File: src/rtl/cell_pkg.sv
package cell_pkg;

  typedef enum logic {
    OUT_COMB = 1'b0,
    OUT_REG  = 1'b1
  } out_mode_e;

  function automatic int table_size(input int sel_w);
    return 1 << sel_w;
  endfunction

endpackage

File: src/rtl/cell_rst_sync.sv
module cell_rst_sync #(
  parameter int STAGES = 2
) (
  input  logic clk,
  input  logic rst_n,
  output logic rst_ok
);

  logic [STAGES-1:0] sync_q;
  logic [STAGES-1:0] sync_d;

  always_comb begin
    sync_d = {sync_q[STAGES-2:0], 1'b1};
  end

  always_ff @(posedge clk or negedge rst_n) begin
    if (!rst_n) begin
      sync_q <= '0;
    end else begin
      sync_q <= sync_d;
    end
  end

  assign rst_ok = sync_q[STAGES-1];

endmodule

File: src/rtl/cell_cfg_store.sv
module cell_cfg_store #(
  parameter int SEL_W = 4,
  localparam int TBL  = 1 << SEL_W
) (
  input  logic           clk,
  input  logic           rst_ok,
  input  logic           cfg_en,
  input  logic           cfg_sdi,
  input  logic           cfg_wr,
  input  logic           cfg_wmode,
  input  logic [TBL-1:0] cfg_wtable,
  output logic [TBL:0]   chain_q,
  output logic           cfg_sdo
);

  logic [TBL:0] chain_d;

  // Next state: a parallel write wins over a serial shift.
  always_comb begin
    chain_d = chain_q;
    if (cfg_wr) begin
      chain_d = {cfg_wmode, cfg_wtable};
    end else begin
      chain_d = {chain_q[TBL-1:0], cfg_sdi};
    end
  end

  // The configuration only moves while cfg_en is high.
  always_ff @(posedge clk or negedge rst_ok) begin
    if (!rst_ok) begin
      chain_q <= '0;
    end else if (cfg_en) begin
      chain_q <= chain_d;
    end
  end

  assign cfg_sdo = chain_q[TBL];

endmodule

File: src/rtl/cell_lut_mux.sv
module cell_lut_mux #(
  parameter int SEL_W = 4,
  localparam int TBL  = 1 << SEL_W,
  localparam int NODES = 2 * TBL - 1
) (
  input  logic [TBL-1:0]   tbl,
  input  logic [SEL_W-1:0] sel,
  output logic             bit_out
);

  // Heap-ordered binary tree. The leaves hold the table in index order,
  // and the root splits on the most significant select bit.
  logic [NODES-1:0] nd;

  for (genvar gk = 0; gk < TBL; gk++) begin : g_leaf
    assign nd[TBL-1+gk] = tbl[gk];
  end

  for (genvar gi = 0; gi < TBL - 1; gi++) begin : g_node
    localparam int DEPTH = $clog2(gi + 2) - 1;
    assign nd[gi] = sel[SEL_W-1-DEPTH] ? nd[2*gi+2] : nd[2*gi+1];
  end

  assign bit_out = nd[0];

endmodule

File: src/rtl/cell_out_stage.sv
module cell_out_stage
  import cell_pkg::*;
(
  input  logic      clk,
  input  logic      rst_ok,
  input  logic      cfg_en,
  input  logic      ff_ce,
  input  logic      ff_srst,
  input  out_mode_e mode,
  input  logic      comb_bit,
  output logic      ff_q,
  output logic      cell_out
);

  logic ff_d;
  logic ff_ld;

  // A synchronous clear takes priority over the enable.
  // Nothing updates while configuration is in progress.
  always_comb begin
    ff_ld = !cfg_en && (ff_srst || ff_ce);
    ff_d  = ff_srst ? 1'b0 : comb_bit;
  end

  always_ff @(posedge clk or negedge rst_ok) begin
    if (!rst_ok) begin
      ff_q <= 1'b0;
    end else if (ff_ld) begin
      ff_q <= ff_d;
    end
  end

  always_comb begin
    if (cfg_en) begin
      cell_out = 1'b0;
    end else if (mode == OUT_REG) begin
      cell_out = ff_q;
    end else begin
      cell_out = comb_bit;
    end
  end

endmodule

File: src/rtl/cfg_logic_cell.sv
module cfg_logic_cell
  import cell_pkg::*;
#(
  parameter int SEL_W = 4
) (
  input  logic                    clk,
  input  logic                    rst_n,
  input  logic                    cfg_en,
  input  logic                    cfg_sdi,
  input  logic                    cfg_wr,
  input  logic                    cfg_wmode,
  input  logic [(1<<SEL_W)-1:0]   cfg_wtable,
  input  logic [SEL_W-1:0]        sel_in,
  input  logic                    ff_ce,
  input  logic                    ff_srst,
  output logic                    cfg_sdo,
  output logic                    cell_out
);

  localparam int TBL = table_size(SEL_W);

  logic         rst_ok;
  logic [TBL:0] cfg_vec;
  logic         comb_bit;
  logic         ff_q;
  out_mode_e    mode;

  cell_rst_sync #(.STAGES(2)) u_rst (
    .clk    (clk),
    .rst_n  (rst_n),
    .rst_ok (rst_ok)
  );

  cell_cfg_store #(.SEL_W(SEL_W)) u_store (
    .clk        (clk),
    .rst_ok     (rst_ok),
    .cfg_en     (cfg_en),
    .cfg_sdi    (cfg_sdi),
    .cfg_wr     (cfg_wr),
    .cfg_wmode  (cfg_wmode),
    .cfg_wtable (cfg_wtable),
    .chain_q    (cfg_vec),
    .cfg_sdo    (cfg_sdo)
  );

  assign mode = out_mode_e'(cfg_vec[TBL]);

  cell_lut_mux #(.SEL_W(SEL_W)) u_mux (
    .tbl     (cfg_vec[TBL-1:0]),
    .sel     (sel_in),
    .bit_out (comb_bit)
  );

  cell_out_stage u_out (
    .clk      (clk),
    .rst_ok   (rst_ok),
    .cfg_en   (cfg_en),
    .ff_ce    (ff_ce),
    .ff_srst  (ff_srst),
    .mode     (mode),
    .comb_bit (comb_bit),
    .ff_q     (ff_q),
    .cell_out (cell_out)
  );

endmodule

File: config.mk
export PLATFORM = sky130hd
export DESIGN_NAME = cfg_logic_cell
export DESIGN_NICKNAME = d
export VERILOG_FILES = /design/src/rtl/cell_pkg.sv /design/src/rtl/cell_rst_sync.sv /design/src/rtl/cell_cfg_store.sv /design/src/rtl/cell_lut_mux.sv /design/src/rtl/cell_out_stage.sv /design/src/rtl/cfg_logic_cell.sv
export SDC_FILE = /design/constraint.sdc
export NUM_CORES = 1
export LEC_CHECK = 0
export BUFFER_PORTS_ARGS = -buffer_cell sky130_fd_sc_hd__buf_2
export CAP_MARGIN = 20
export CORE_ASPECT_RATIO = 0.5
export CORE_UTILIZATION = 35
export DETAILED_ROUTE_END_ITERATION = 10
export SETUP_SLACK_MARGIN = 0.05
export SLEW_MARGIN = 40
export SYNTH_ARGS = -nofsm -noshare
export SYNTH_HDL_FRONTEND = slang
export SYNTH_HIERARCHICAL = 1
export SYNTH_SLANG_ARGS = --single-unit
export TNS_END_PERCENT = 5
File: constraint.sdc
create_clock -name clk -period 3.57 [get_ports clk]
set_input_delay 0.714 -clock clk [delete_from_list [all_inputs] [get_ports clk]]
set_output_delay 0.714 -clock clk [all_outputs]
set_load 0.01 [all_outputs]
---- After elaboration in Yosys (flattened, before gate mapping) ----
Index checks and enable logic that the tools add are counted.
word-level totals
  bits in registers ....................... 20
  latch bits .............................. 0
  bits in writable memories ............... 0
  bits in read-only memories .............. 0
  input port bits ......................... 28
  output and inout port bits .............. 2
  word-level logic and storage cells ...... 25
  memories kept ........................... 0
operators by class
  add/subtract/negate cells ............... 0
  multipliers ............................. 0
  div/mod/pow operators ................... 0
  $lt $le $gt $ge ......................... 0
  equality and inequality tests ........... 0
  shifts and indexed selects .............. 0
  muxes and demuxes ....................... 19
  bitwise logic cells ..................... 0
  reductions and logical operators ........ 3
operator list
  operator             count
  $mux W1              18
  $mux W17             1
  $logic_and A1 B1 Y1  1
  $logic_not A1 Y1     1
  $logic_or A1 B1 Y1   1

---- Depth between registers and ports, before layout ----
Gate-level depths: netlist (run 1).
  depth in word-level cells ............... 6
  depth in mapped cells ................... 5
  mapped depth without buffers ............ 5

---- Modules after synthesis ----
The synthesis (run 1) kept the hierarchy.
by module, submodules not included
  module          times used  cells each  area each (µm²)
  cell_cfg_store  1           75          802.0
  cell_lut_mux    1           7           135.1
  cell_out_stage  1           7           63.8
  cell_rst_sync   1           3           53.8

---- Worst setup path before layout (run 1) ----
Ideal clock, no wire load.
  path kind ............................... input port to output port
  start point ............................. in sel_in[0]
  end point ............................... out cell_out
  arrival time ............................ 1.647 ns
  setup slack ............................. 1.209 ns
  stages .................................. 5
  cell sequence ........................... mux4_1 -> mux2i_1 -> mux2i_1 -> mux2i_1 -> nor2_1
between the ends
  word-level cells in the longest chain between the ends .. 6
  elaborated cells on any way between the ends .. 17
  classes of those cells .................. mux: 17
RTL lines
  item                  RTL line              text
  from (decl)           cfg_logic_cell.sv:13  input logic [SEL_W-1:0] sel_in,
  $mux W1 (3 in a row)  cell_lut_mux.sv:21    assign nd[gi] = sel[SEL_W-1-DEPTH] ? nd[2*gi+2] : nd[2*gi+1];
  $mux W1 (*)           cell_lut_mux.sv:21
  named net comb_bit    cfg_logic_cell.sv:24  logic comb_bit;
  $mux W1 (*)           cell_out_stage.sv:36  end else if (mode == OUT_REG) begin
  $mux W1 (*)           cell_out_stage.sv:34  if (cfg_en) begin
  to (decl)             cfg_logic_cell.sv:17  output logic cell_out
The timed path passes the listed nets; every way through them passes the cells marked *.

---- Worst setup path in the final report (run 1) ----
Ends and elaborated chain as after synthesis.

==> results of run 1 <==
[final timing paths]
| check | startpoint | to | slack, ns |
|---|---|---|---|
| worst min-delay path | u_rst/sync_q[1]$_DFF_PN0_ | u_store/chain_q[7]$_DFFE_PN0P_ | 0.11 |
| max in group asynchronous | u_rst/sync_q[1]$_DFF_PN0_ | u_store/chain_q[13]$_DFFE_PN0P_ | 3.08 |
| worst min register to register | u_rst/sync_q[1]$_DFF_PN0_ | u_store/chain_q[7]$_DFFE_PN0P_ | 0.11 |
| worst max register to register | u_store/chain_q[9]$_DFFE_PN0P_ | u_out/ff_q$_DFFE_PN0P_ | 2.08 |
| min in group clk | u_rst/sync_q[0]$_DFF_PN0_ | u_rst/sync_q[1]$_DFF_PN0_ | 0.36 |
| worst max-delay path | sel_in[0] | cell_out | 0.82 |
[synth_stat cells]
cell	count	area share [%]
nand2_1	2	0.71
buf_4	1	0.71
or3b_1	1	0.83
buf_12	1	1.9
clkbuf_1	1	0.36
conb_1	1	0.36
nor2_1	18	6.4
a21oi_1	17	8.1
buf_2	3	1.4
mux2i_1	21	20
o311ai_1	1	0.83
mux4_1	4	10
buf_6	1	1.1
dfrtp_1	20	47
[routing by layer]
layer  vias up  routed length (µm)  global-route usage, %
li1        385                   -                      -
met1       337                1068                  18.38
met2        21                 864                  22.01
met3         2                 115                  4.889
met4         0                  14                  8.182
met5         -                   0                      0
[metrics by stage]
step,cells,setup slack [ns]
floorplan,92,1.209
global placement,151,0.8661
detailed placement,151,0.8109
CTS,155,0.8111
global route,156,0.6925
finish,156,0.8227
[registers in the layout, indices dropped and copies added, names as in the netlist]
register,count
u_out/ff_q,1
u_store/chain_q,17
u_rst/sync_q,2
[power groups by stage]
stage / registers, µW / clock network [µW] / logic (µW)
floorplan: 276 / 0 / 73.0
global route: 282 / 239 / 113
global placement: 286 / 0 / 91.8
detailed placement: 285 / 0 / 95.5
CTS: 280 / 233 / 95.7
finish: 277 / 228 / 99.8
[area by class of cell]
type	count	area [µm²]
multi-input combinational	65	496.7
tap	37	46.29
fill	266	1441
clock inverter	1	30.03
timing repair buffer	30	160.2
clock buffer	3	41.29
sequential	20	500.5
[critical path: cells and delay by family]
| family | cells | cell delay, ns |
|---|---|---|
| muxes | 4 | 0.97 |
| buffers and inverters | 2 | 0.30 |
| and+or+nand+nor | 1 | 0.05 |
[cells by family (layout without fill, tap and decap cells)]
group,Yosys count,count (layout),synth area share (%)
muxes,25,25,29.89
and+or+nand+nor,21,21,7.948
DFF,20,20,47.45
AOI/OAI and AO/OA,18,18,8.897
buffers and inverters,7,34,5.456
other,1,1,0.3555
==> metrics.csv, run 1 <==
stage;metric;value;unit
worst_setup_path;worstRegToRegCells;5;
synthesis;syn-cell-area;1055;µm²
flow_run;drv_cap;0;
route;routed_via_density;4.776;
synthesis;ys_ff_latch;20;
placement;gp_congestion;0.6671;
clock_tree;cts_made_buffers;3;
sta;fin_skew;0.001596;ns
clock_tree;path_clk_slew;0.08;ns
synthesis;synth_cells;92;
floorplanning;die_w;79.64;µm
clock_tree;postCtsSetupBuffers;0;
global_routing;grt_pass1_vias;688;
route;ant_nets;0;
floorplanning;core-area;2716;µm²
worst_setup_path;path_max_fanout;4;
worst_setup_path;start_kind;input pin;
route;num_vias;745;
placement;port_buffers;29;
cells_and_area;diodes;0;
worst_setup_path;critPathMostFrequentCell;mux2i_1;
global_routing;grt_pass1_wl;3.187;mm
cells_and_area;drive_gt1_share;28.57;%
clock_tree;clockRootBuffer;clkbuf_8;
clock_tree;htreeDepth;1;
worst_setup_path;worstSetupPathType;in -> out;
route;drt_iter0_drc;26;
placement;dp_hpwl;1.482;mm
floorplanning;pin_count;30;
synthesis;yosysWarnings;6;
cells_and_area;layout_common_cells;buf_2, mux2i_1, dfrtp_1;
power_and_ir_drop;vdd_ir_drop_max;0.0001917;V
power_and_ir_drop;p_comb_share;16.5;%
global_routing;grt_max_degree;38;
power_and_ir_drop;total_power;605.5;µW
cells_and_area;utilization;46.94;%
cells_and_area;final_common_cell;buf_2;
sta;slew_violations;0;
sta;tightestPinTransition;0.5864;ns
route;drc;0;
synthesis;synth_area_per_cell;11.46;µm²
clock_tree;cts_tree;built;
sta;fin_crit_sh;76.96;%
floorplanning;initial_core_util;38.83;%
global_routing;grt_overflow;0;
power_and_ir_drop;power_leakage;0.0006093;µW
synthesis;synth_nets;120;
floorplanning;rows;13;
power_and_ir_drop;power_switching;147.4;µW
cells_and_area;nets;148;
clock_tree;ctsHoldBuffers;0;
sta;fin_hold_ws;0.1118;ns
worst_setup_path;cp_slowest_stage_delay;0.57;ns
cells_and_area;area_delta_synth_final;20.88;%
synthesis;ys_types;14;
sta;rsz0062_at_grt;false;
route;wire_per_inst;13.22;µm
clock_tree;clockBufferDepth;2;
power_and_ir_drop;clkPwrFrac;37.7;%
power_and_ir_drop;intPower;458.1;µW
sta;setup_viol;0;
worst_setup_path;endpoint_kind;output port;
clock_tree;clock_latency;0.26;ns
synthesis;synth-seq-area-share;47.45;%
sta;timing.fmax;364.0;MHz
route;first_pass_iters;5;
clock_tree;clock-sinks;20;
cells_and_area;finalInstanceArea;1275;µm²
sta;relSlewSlack;60.90;%
floorplanning;die_y;40.82;µm
power_and_ir_drop;power-per-cell-area;474.9;nW/µm²
worst_setup_path;cp_slowest_cell;mux4_1;
floorplanning;die-area;3251;µm²
run_status;status;completed;
hold_path;hold_path_class;reg -> async;
placement;placed_area;1189;µm²
global_routing;grt_usage;14.37;%
power_and_ir_drop;p_seq_share;45.8;%
power_and_ir_drop;p_sw_share;24.34;%
route;wirelength;2.063;mm
clock_tree;cts_resized;0;
worst_setup_path;crit_required;2.86;ns
worst_setup_path;worstPathCellList;buf_2 > mux4_1 > mux2i_1 > mux2i_1 > mux2i_1 > nor2_1 > buf_2;
worst_setup_path;worstPathArrival;2.03;ns
sta;fin_setup_tns;0;ns
sta;period_minus_slack;2.747;ns
global_routing;antenna_found_initial;0;
sta;hold_violations;0;
Note: power is estimated with default switching activity, not from simulation.
==> run 2, diff against run 1 <==
--- a/config.mk
+++ b/config.mk
@@ -5,6 +5,7 @@
 export SDC_FILE = /design/constraint.sdc
 export NUM_CORES = 1
 export LEC_CHECK = 0
+export ABC_AREA = 1
 export BUFFER_PORTS_ARGS = -buffer_cell sky130_fd_sc_hd__buf_2
 export CAP_MARGIN = 20
 export CORE_ASPECT_RATIO = 0.5
==> constraint.sdc (replaced) <==
create_clock -name clk -period 2.7 [get_ports clk]
set_input_delay 0.54 -clock clk [delete_from_list [all_inputs] [get_ports clk]]
set_output_delay 0.54 -clock clk [all_outputs]
set_load 0.01 [all_outputs]
==> run 2 against run 1 <==
Compared with the run above:
- final area is 17% higher
- clock-buffer cell count stayed put
- non-clock buffer count is 1 lower
- clock skew is 0.0015 ns higher
==> metrics.csv, run 2 <==
stage;metric;value;unit;change
global_routing;grt_pass1_vias;1105;;+61%
cells_and_area;area_delta_synth_final;13.59;%;
synthesis;ys_ff_latch;20;;unchanged
power_and_ir_drop;vdd_ir_drop_max;0.0001444;V;-25%
sta;fin_setup_tns;0;ns;unchanged
clock_tree;htreeDepth;1;;unchanged
worst_setup_path;endpoint_kind;output port;;
synthesis;synth_nets;237;;+98%
global_routing;grt_max_degree;20;;-47%
floorplanning;die_y;45.37;µm;+11%
sta;fin_ws;0.6661;ns;-0.1566 ns
clock_tree;clockBufferDepth;2;;unchanged
clock_tree;clock_latency;0.25;ns;about the same
placement;place_ws;0.6619;ns;-0.1490 ns
sta;fin_skew;0.003137;ns;+0.001540 ns
synthesis;synth_fa_ha_area_share;0;%;unchanged
synthesis;synth_compound_area_share;0.7605;%;-8.1 points
placement;port_buffers;29;;unchanged
sta;timing.fmax;491.7;MHz;
cells_and_area;fin_cells;284;;+82%
route;first_pass_iters;4;;-1
global_routing;antenna_found_initial;0;;unchanged
synthesis;ys_types;15;;+1
clock_tree;cts_made_buffers;3;;unchanged
cells_and_area;drive_gt1_share;18.45;%;-10 points
worst_setup_path;ff2ff_setup_slack;1.60;ns;-0.48 ns
floorplanning;initial_core_util;37.50;%;-1.3 points
synthesis;synth_area_per_cell;6.298;µm²;-45%
power_and_ir_drop;power_leakage;0.0009654;µW;+58%
power_and_ir_drop;power-per-cell-area;475.5;nW/µm²;+0.13%
worst_setup_path;path_depth;11;;+4
floorplanning;die_w;88.73;µm;+11%
worst_setup_path;path_buf_inv;3;;+1
clock_tree;cts_tree;built;;
global_routing;grt_overflow;0;;unchanged
worst_setup_path;cp_top_family;buffers and inverters;;
cells_and_area;regMostFlops;u_store/chain_q;;
run_status;status;completed;;
floorplanning;core-area;3510;µm²;+29%
synthesis;yosysWarnings;6;;unchanged
cells_and_area;largest_reg_flops;17;;unchanged
worst_setup_path;critPathMostFrequentCell;nand2_1;;
synthesis;synth_area_leader_cell;dfrtp_1;;
worst_setup_path;start_kind;input pin;;
synthesis;synth_top_area_share;38.02;%;-9.4 points
global_routing;grt_pass1_wl;5.009;mm;+57%
synthesis;syn-cell-area;1316;µm²;+25%
worst_setup_path;worstRegToRegCells;8;;+3
clock_tree;clock-sinks;20;;unchanged
cells_and_area;layout_common_cells;nand2_1, inv_1, buf_2, nand3_1, dfrtp_1;;
sta;slew_violations;0;;unchanged
sta;hold_violations;0;;unchanged
placement;gp_congestion;0.8153;;+22%
synthesis;synth_flop_cell;dfrtp_1;;
worst_setup_path;r2r-end;u_out/ff_q$_DFFE_PN0P_;;
clock_tree;ctsHoldBuffers;0;;unchanged
flow_run;drv_cap;0;;unchanged
route;ant_nets;0;;unchanged
route;drc;0;;unchanged
route;drt_iter0_drc;66;;+150%
placement;placedCellCount;281;;+86%
sta;fin_hold_ws;0.05851;ns;-0.05327 ns
clock_tree;path_clk_slew;0.07;ns;about the same
route;wire_per_inst;10.29;µm;-22%
synthesis;synth_top_family_by_area;simple AND/OR/NAND/NOR gates;;
worst_setup_path;path_max_fanout;9;;+5
sta;period_minus_slack;2.034;ns;
synthesis;synth_cells;209;;+130%
clock_tree;postCtsSetupBuffers;0;;unchanged
synthesis;synth_edf_count;0;;unchanged
synthesis;async_reset_ff_share;100.0;%;unchanged
placement;placed_area;1453;µm²;+22%
worst_setup_path;crit_required;2.16;ns;-0.70 ns
route;num_vias;1191;;+60%
synthesis;synthXorXnorAreaFrac;0;%;unchanged
synthesis;synth-seq-area-share;38.02;%;-9.4 points
floorplanning;pin_count;30;;unchanged
cells_and_area;nets;263;;+78%
cells_and_area;diodes;0;;unchanged
worst_setup_path;rr_startpoint;u_store/chain_q[7]$_DFFE_PN0P_;;
route;wirelength;2.923;mm;+42%
placement;dp_hpwl;2.085;mm;+41%
hold_path;hold_path_class;in -> async;;
sta;setup_viol;0;;unchanged
synthesis;yosys.area_share.simple;38.97;%;+31 points
worst_setup_path;worstPathArrival;1.49;ns;-0.54 ns
sta;fin_crit_sh;75.33;%;
worst_setup_path;worstPathCellList;buf_2 > inv_8 > nand2_2 > nand2_1 > nand2_1 > nand3_1 > nand3_1 > nand2_1 > o21ai_1 > nor2_1 > buf_2;;
synthesis;synth_most_common_cell;nand2_1;;
worst_setup_path;cp_slowest_stage_delay;0.22;ns;-0.35 ns
synthesis;synth_common_cells;nand2_1, inv_1, nand3_1;;
route;routed_via_density;4.194;;-12%
floorplanning;rows;15;;+2
clock_tree;cts_resized;0;;unchanged
synthesis;synth.area.mux_share;0;%;-30 points
global_routing;grt_usage;16.85;%;+2.5 points
synthesis;synth_area_leaders;dfrtp_1, nand2_1, inv_1;;
sta;rsz0062_at_grt;false;;
worst_setup_path;worstSetupPathType;in -> out;;
worst_setup_path;cp_slowest_cell;buf_2;;
cells_and_area;reg.largest.list;u_store/chain_q x17, u_rst/sync_q x2, u_out/ff_q x1;;
cells_and_area;finalInstanceArea;1495;µm²;+17%
clock_tree;clockRootBuffer;clkbuf_8;;
floorplanning;die-area;4025;µm²;+24%
cells_and_area;final_common_cell;nand2_1;;
run 2: cell count changes in the layout (fill, tap and decap cells not counted), moves of 4 or more:
cell,before,now
nand2_1,2,86
nor2_1,18,2
a21oi_1,17,0
inv_1,0,50
mux4_1,4,0
mux2i_1,21,0
nand3_1,0,29
nand2_2,0,5
run 2: worst reg2reg max path, stage by stage (launching register included):
cell	delay (ns)
dfrtp_1	0.41
inv_1	0.07
nand2_1	0.04
nand3_1	0.09
nand3_1	0.07
nand3_1	0.08
nand2_1	0.07
nand4_1	0.09
nand2_1	0.06
run 2: worst max-delay path by stage:
| stage | end | startpoint |
|---|---|---|
| after floorplan | cell_out | sel_in[0] |
| after global placement | cell_out | sel_in[0] |
| after detailed placement | cell_out | sel_in[0] |
| after CTS | cell_out | sel_in[0] |
| after global routing | cell_out | sel_in[0] |
| final | cell_out | sel_in[0] |
run 2: metrics by stage:
| step | power (µW) | util, % |
|---|---|---|
| 2_1_floorplan | 485.3 | - |
| 3_3_place_gp | 526.2 | 41.39 |
| 3_5_place_dp | 530.3 | 41.39 |
| 4_1_cts | 724.6 | 42.57 |
| 5_1_grt | 770.1 | 42.60 |
| 6_report | 711.0 | 42.60 |
run 2: layout make-up:
cell class	instances	area, µm²
clock buffer	3	41.29
timing repair buffer	29	145.1
multi-input combinational	126	526.8
fill	392	2014
inverter	55	216.5
tap	51	63.81
sequential	20	501.7
run 2: per-layer routing:
layer  vias to the layer above  GRT usage, %  part of all wire [%]
met3                         2         4.205                   3.5
li1                        646             -                     -
met5                         -             0                     0
met2                        18         27.54                    41
met4                         0         2.903                  0.65
met1                       525         23.21                    55
run 2: logic make-up (layout without fill, tap and decap cells):
logic type             Yosys count  in the layout
other                            1              1
AOI/OAI and AO/OA                2              2
DFF                             20             20
and+or+nand+nor                123            123
buffers and inverters           63             87
run 2: report_power, final:
group	internal (µW)	leakage, µW	switching [µW]
clock	99.1	0.0000216	88.3
sequential	334	0.000241	34.1
combinational	63.8	0.000703	92.0
total	497	0.000965	214
==> run 3, diff against run 2 <==
==> constraint.sdc (replaced) <==
create_clock -name clk -period 1.93 [get_ports clk]
set_input_delay 0.386 -clock clk [delete_from_list [all_inputs] [get_ports clk]]
set_output_delay 0.386 -clock clk [all_outputs]
set_load 0.01 [all_outputs]
==> run 3 against run 2 <==
Compared with the run above:
- non-clock buffer count is 5 higher
- largest cell class unchanged
- sequential power rose by 39%
- sequential cell count did not move
==> metrics.csv, run 3 (synthesis results as in run 2) <==
stage;metric;value;unit;change
cells_and_area;multi_input_area;531.8;µm²;+0.95%
cells_and_area;nets;268;;+1.9%
clock_tree;path_clk_slew;0.07;ns;about the same
worst_setup_path;path_buf_inv;2;;-1
sta;fin_setup_tns;0;ns;unchanged
cells_and_area;final_common_cell;nand2_1;;
route;first_pass_iters;4;;unchanged
worst_setup_path;r2r-end;u_out/ff_q$_DFFE_PN0P_;;
route;drc;0;;unchanged
power_and_ir_drop;vdd_ir_drop_max;0.0002090;V;+45%
floorplanning;core-area;3510;µm²;unchanged
cells_and_area;regArea;501.7;µm²;unchanged
power_and_ir_drop;power_leakage;0.0009912;µW;+2.7%
worst_setup_path;worstSetupPathType;reg -> out;;
power_and_ir_drop;power-per-cell-area;659.6;nW/µm²;+39%
sta;slew_violations;0;;unchanged
sta;fin_ws;0.1395;ns;-0.5266 ns
global_routing;grt_max_degree;20;;unchanged
clock_tree;cts_tree;built;;
floorplanning;die_w;88.73;µm;unchanged
clock_tree;clock-sinks;20;;unchanged
cells_and_area;diodes;0;;unchanged
worst_setup_path;crit_required;1.54;ns;-0.62 ns
worst_setup_path;ff2ff_setup_slack;0.85;ns;-0.75 ns
worst_setup_path;rr_startpoint;u_store/chain_q[1]$_DFFE_PN0P_;;
cells_and_area;utilization;43.89;%;+1.3 points
clock_tree;htreeDepth;1;;unchanged
route;wirelength;2.949;mm;+0.89%
worst_setup_path;endpoint_kind;output port;;
cells_and_area;fillers;385;;-1.8%
route;drt_iter0_drc;82;;+24%
global_routing;grt_pass1_vias;1036;;-6.2%
flow_run;drv_cap;0;;unchanged
route;routed_via_density;4.163;;-0.74%
worst_setup_path;cp_slowest_stage_delay;0.40;ns;+0.18 ns
sta;fin_crit_sh;92.77;%;
cells_and_area;drive_gt1_share;20.17;%;+1.7 points
floorplanning;initial_core_util;37.50;%;unchanged
worst_setup_path;worstPathCellList;inv_1 > nand2_1 > nand3_1 > nand3_1 > nand3_1 > nand2_1 > o21ai_1 > nor2_1 > buf_2;;
hold_path;hold_path_class;reg -> async;;
route;ant_nets;0;;unchanged
route;num_vias;1203;;+1.0%
power_and_ir_drop;total_power;1016;µW;+43%
clock_tree;clock_latency;0.25;ns;about the same
placement;gp_congestion;0.8189;;+0.44%
worst_setup_path;cp_top_family;simple AND/OR/NAND/NOR gates;;
route;wire_per_inst;10.20;µm;-0.86%
clock_tree;cts_made_buffers;3;;unchanged
global_routing;antenna_found_initial;0;;unchanged
clock_tree;clockRootBuffer;clkbuf_8;;
floorplanning;pin_count;30;;unchanged
cells_and_area;largest_reg_flops;17;;unchanged
sta;rsz0062_at_grt;true;;
sta;hold_violations;0;;unchanged
sta;period_minus_slack;1.790;ns;
floorplanning;die-area;4025;µm²;unchanged
worst_setup_path;cp_slowest_cell;dfrtp_1;;
placement;port_buffers;29;;unchanged
placement;dp_hpwl;2.013;mm;-3.5%
worst_setup_path;critPathMostFrequentCell;nand3_1;;
run_status;status;completed;;
sta;timing.fmax;558.5;MHz;
worst_setup_path;path_max_fanout;3;;-6
global_routing;grt_pass1_wl;4.816;mm;-3.9%
cells_and_area;regMostFlops;u_store/chain_q;;
sta;setup_viol;0;;unchanged
worst_setup_path;worstPathArrival;1.40;ns;-0.09 ns
worst_setup_path;worstRegToRegCells;8;;unchanged
clock_tree;clockBufferDepth;2;;unchanged
cells_and_area;reg.largest.list;u_store/chain_q x17, u_rst/sync_q x2, u_out/ff_q x1;;
floorplanning;rows;15;;unchanged
global_routing;grt_overflow;0;;unchanged
sta;fin_skew;0.003286;ns;+0.0001492 ns
floorplanning;die_y;45.37;µm;unchanged
worst_setup_path;start_kind;register;;
global_routing;grt_usage;15.93;%;-0.92 points
cells_and_area;layout_common_cells;nand2_1, inv_1, buf_2;;
cells_and_area;area_delta_synth_final;17.02;%;
placement;place_ws;0.1740;ns;-0.4879 ns
==> run 3: cell count changes in the layout (fill, tap and decap cells not counted) <==
cell	previous run	this run
buf_4	0	4
dlygate4sd3_1	0	1
nand3_2	0	1
nand3_1	29	28
==> run 3: report_power, final <==
group | total, µW | internal, µW | switching [µW]
sequential | 513 | 467 | 46.2
clock | 266 | 139 | 127
combinational | 237 | 103 | 134
==> run 3: worst reg2reg max path, cell delays in order, from the launching register on <==
cell     delay (ns)
dfrtp_1        0.40
inv_1          0.06
nand2_1        0.04
nand3_1        0.08
nand3_1        0.07
nand3_1        0.08
nand2_1        0.08
nand4_1        0.10
nand2_1        0.06
==> run 3: what timing repair did <==
| item | CTS | global route |
|---|---|---|
| buffers inserted | 0 | 4 |
| endpoints found under the hold margin | 2 | 0 |
| hold buffers | 1 | 0 |
| setup endpoints to repair | 0 | 1 |
| resized for setup | 0 | 1 |
==> run 3: final cells by class <==
type | instances | area share, %
Timing Repair Buffer | 34 | 12.02
Sequential cell | 20 | 32.58
Inverter | 55 | 14.05
Multi-Input combinational cell | 126 | 34.52
Tap cell | 51 | 4.143
Clock buffer | 3 | 2.681
==> run 3: stage by stage <==
step,area (µm²),cells,hold slack [ns]
2_1_floorplan,1316,209,0.09041
3_3_place_gp,1453,281,0.1709
3_5_place_dp,1453,281,0.1722
4_1_cts,1504,285,0.3430
5_1_grt,1540,289,0.2413
6_report,1540,289,0.1984
==> run 3: how the worst max path moves through the flow <==
| stage | slack [ns] | cells after the start | from | endpoint |
|---|---|---|---|---|
| detailed placement | 0.17 | 10 | sel_in[0] | cell_out |
| floorplan | 0.44 | 10 | sel_in[0] | cell_out |
| global route | 0.03 | 9 | u_store/chain_q[13]$_DFFE_PN0P_ | cell_out |
| global placement | 0.22 | 11 | sel_in[0] | cell_out |
| CTS | 0.10 | 9 | u_store/chain_q[7]$_DFFE_PN0P_ | cell_out |
| finish | 0.14 | 9 | u_store/chain_q[1]$_DFFE_PN0P_ | cell_out |
==> run 3: per-layer routing <==
layer,global-route usage [%],part of all wire [%]
met5,0,0
met4,2.581,0.44
met3,4.022,2.9
met2,24.92,42
met1,22.76,55
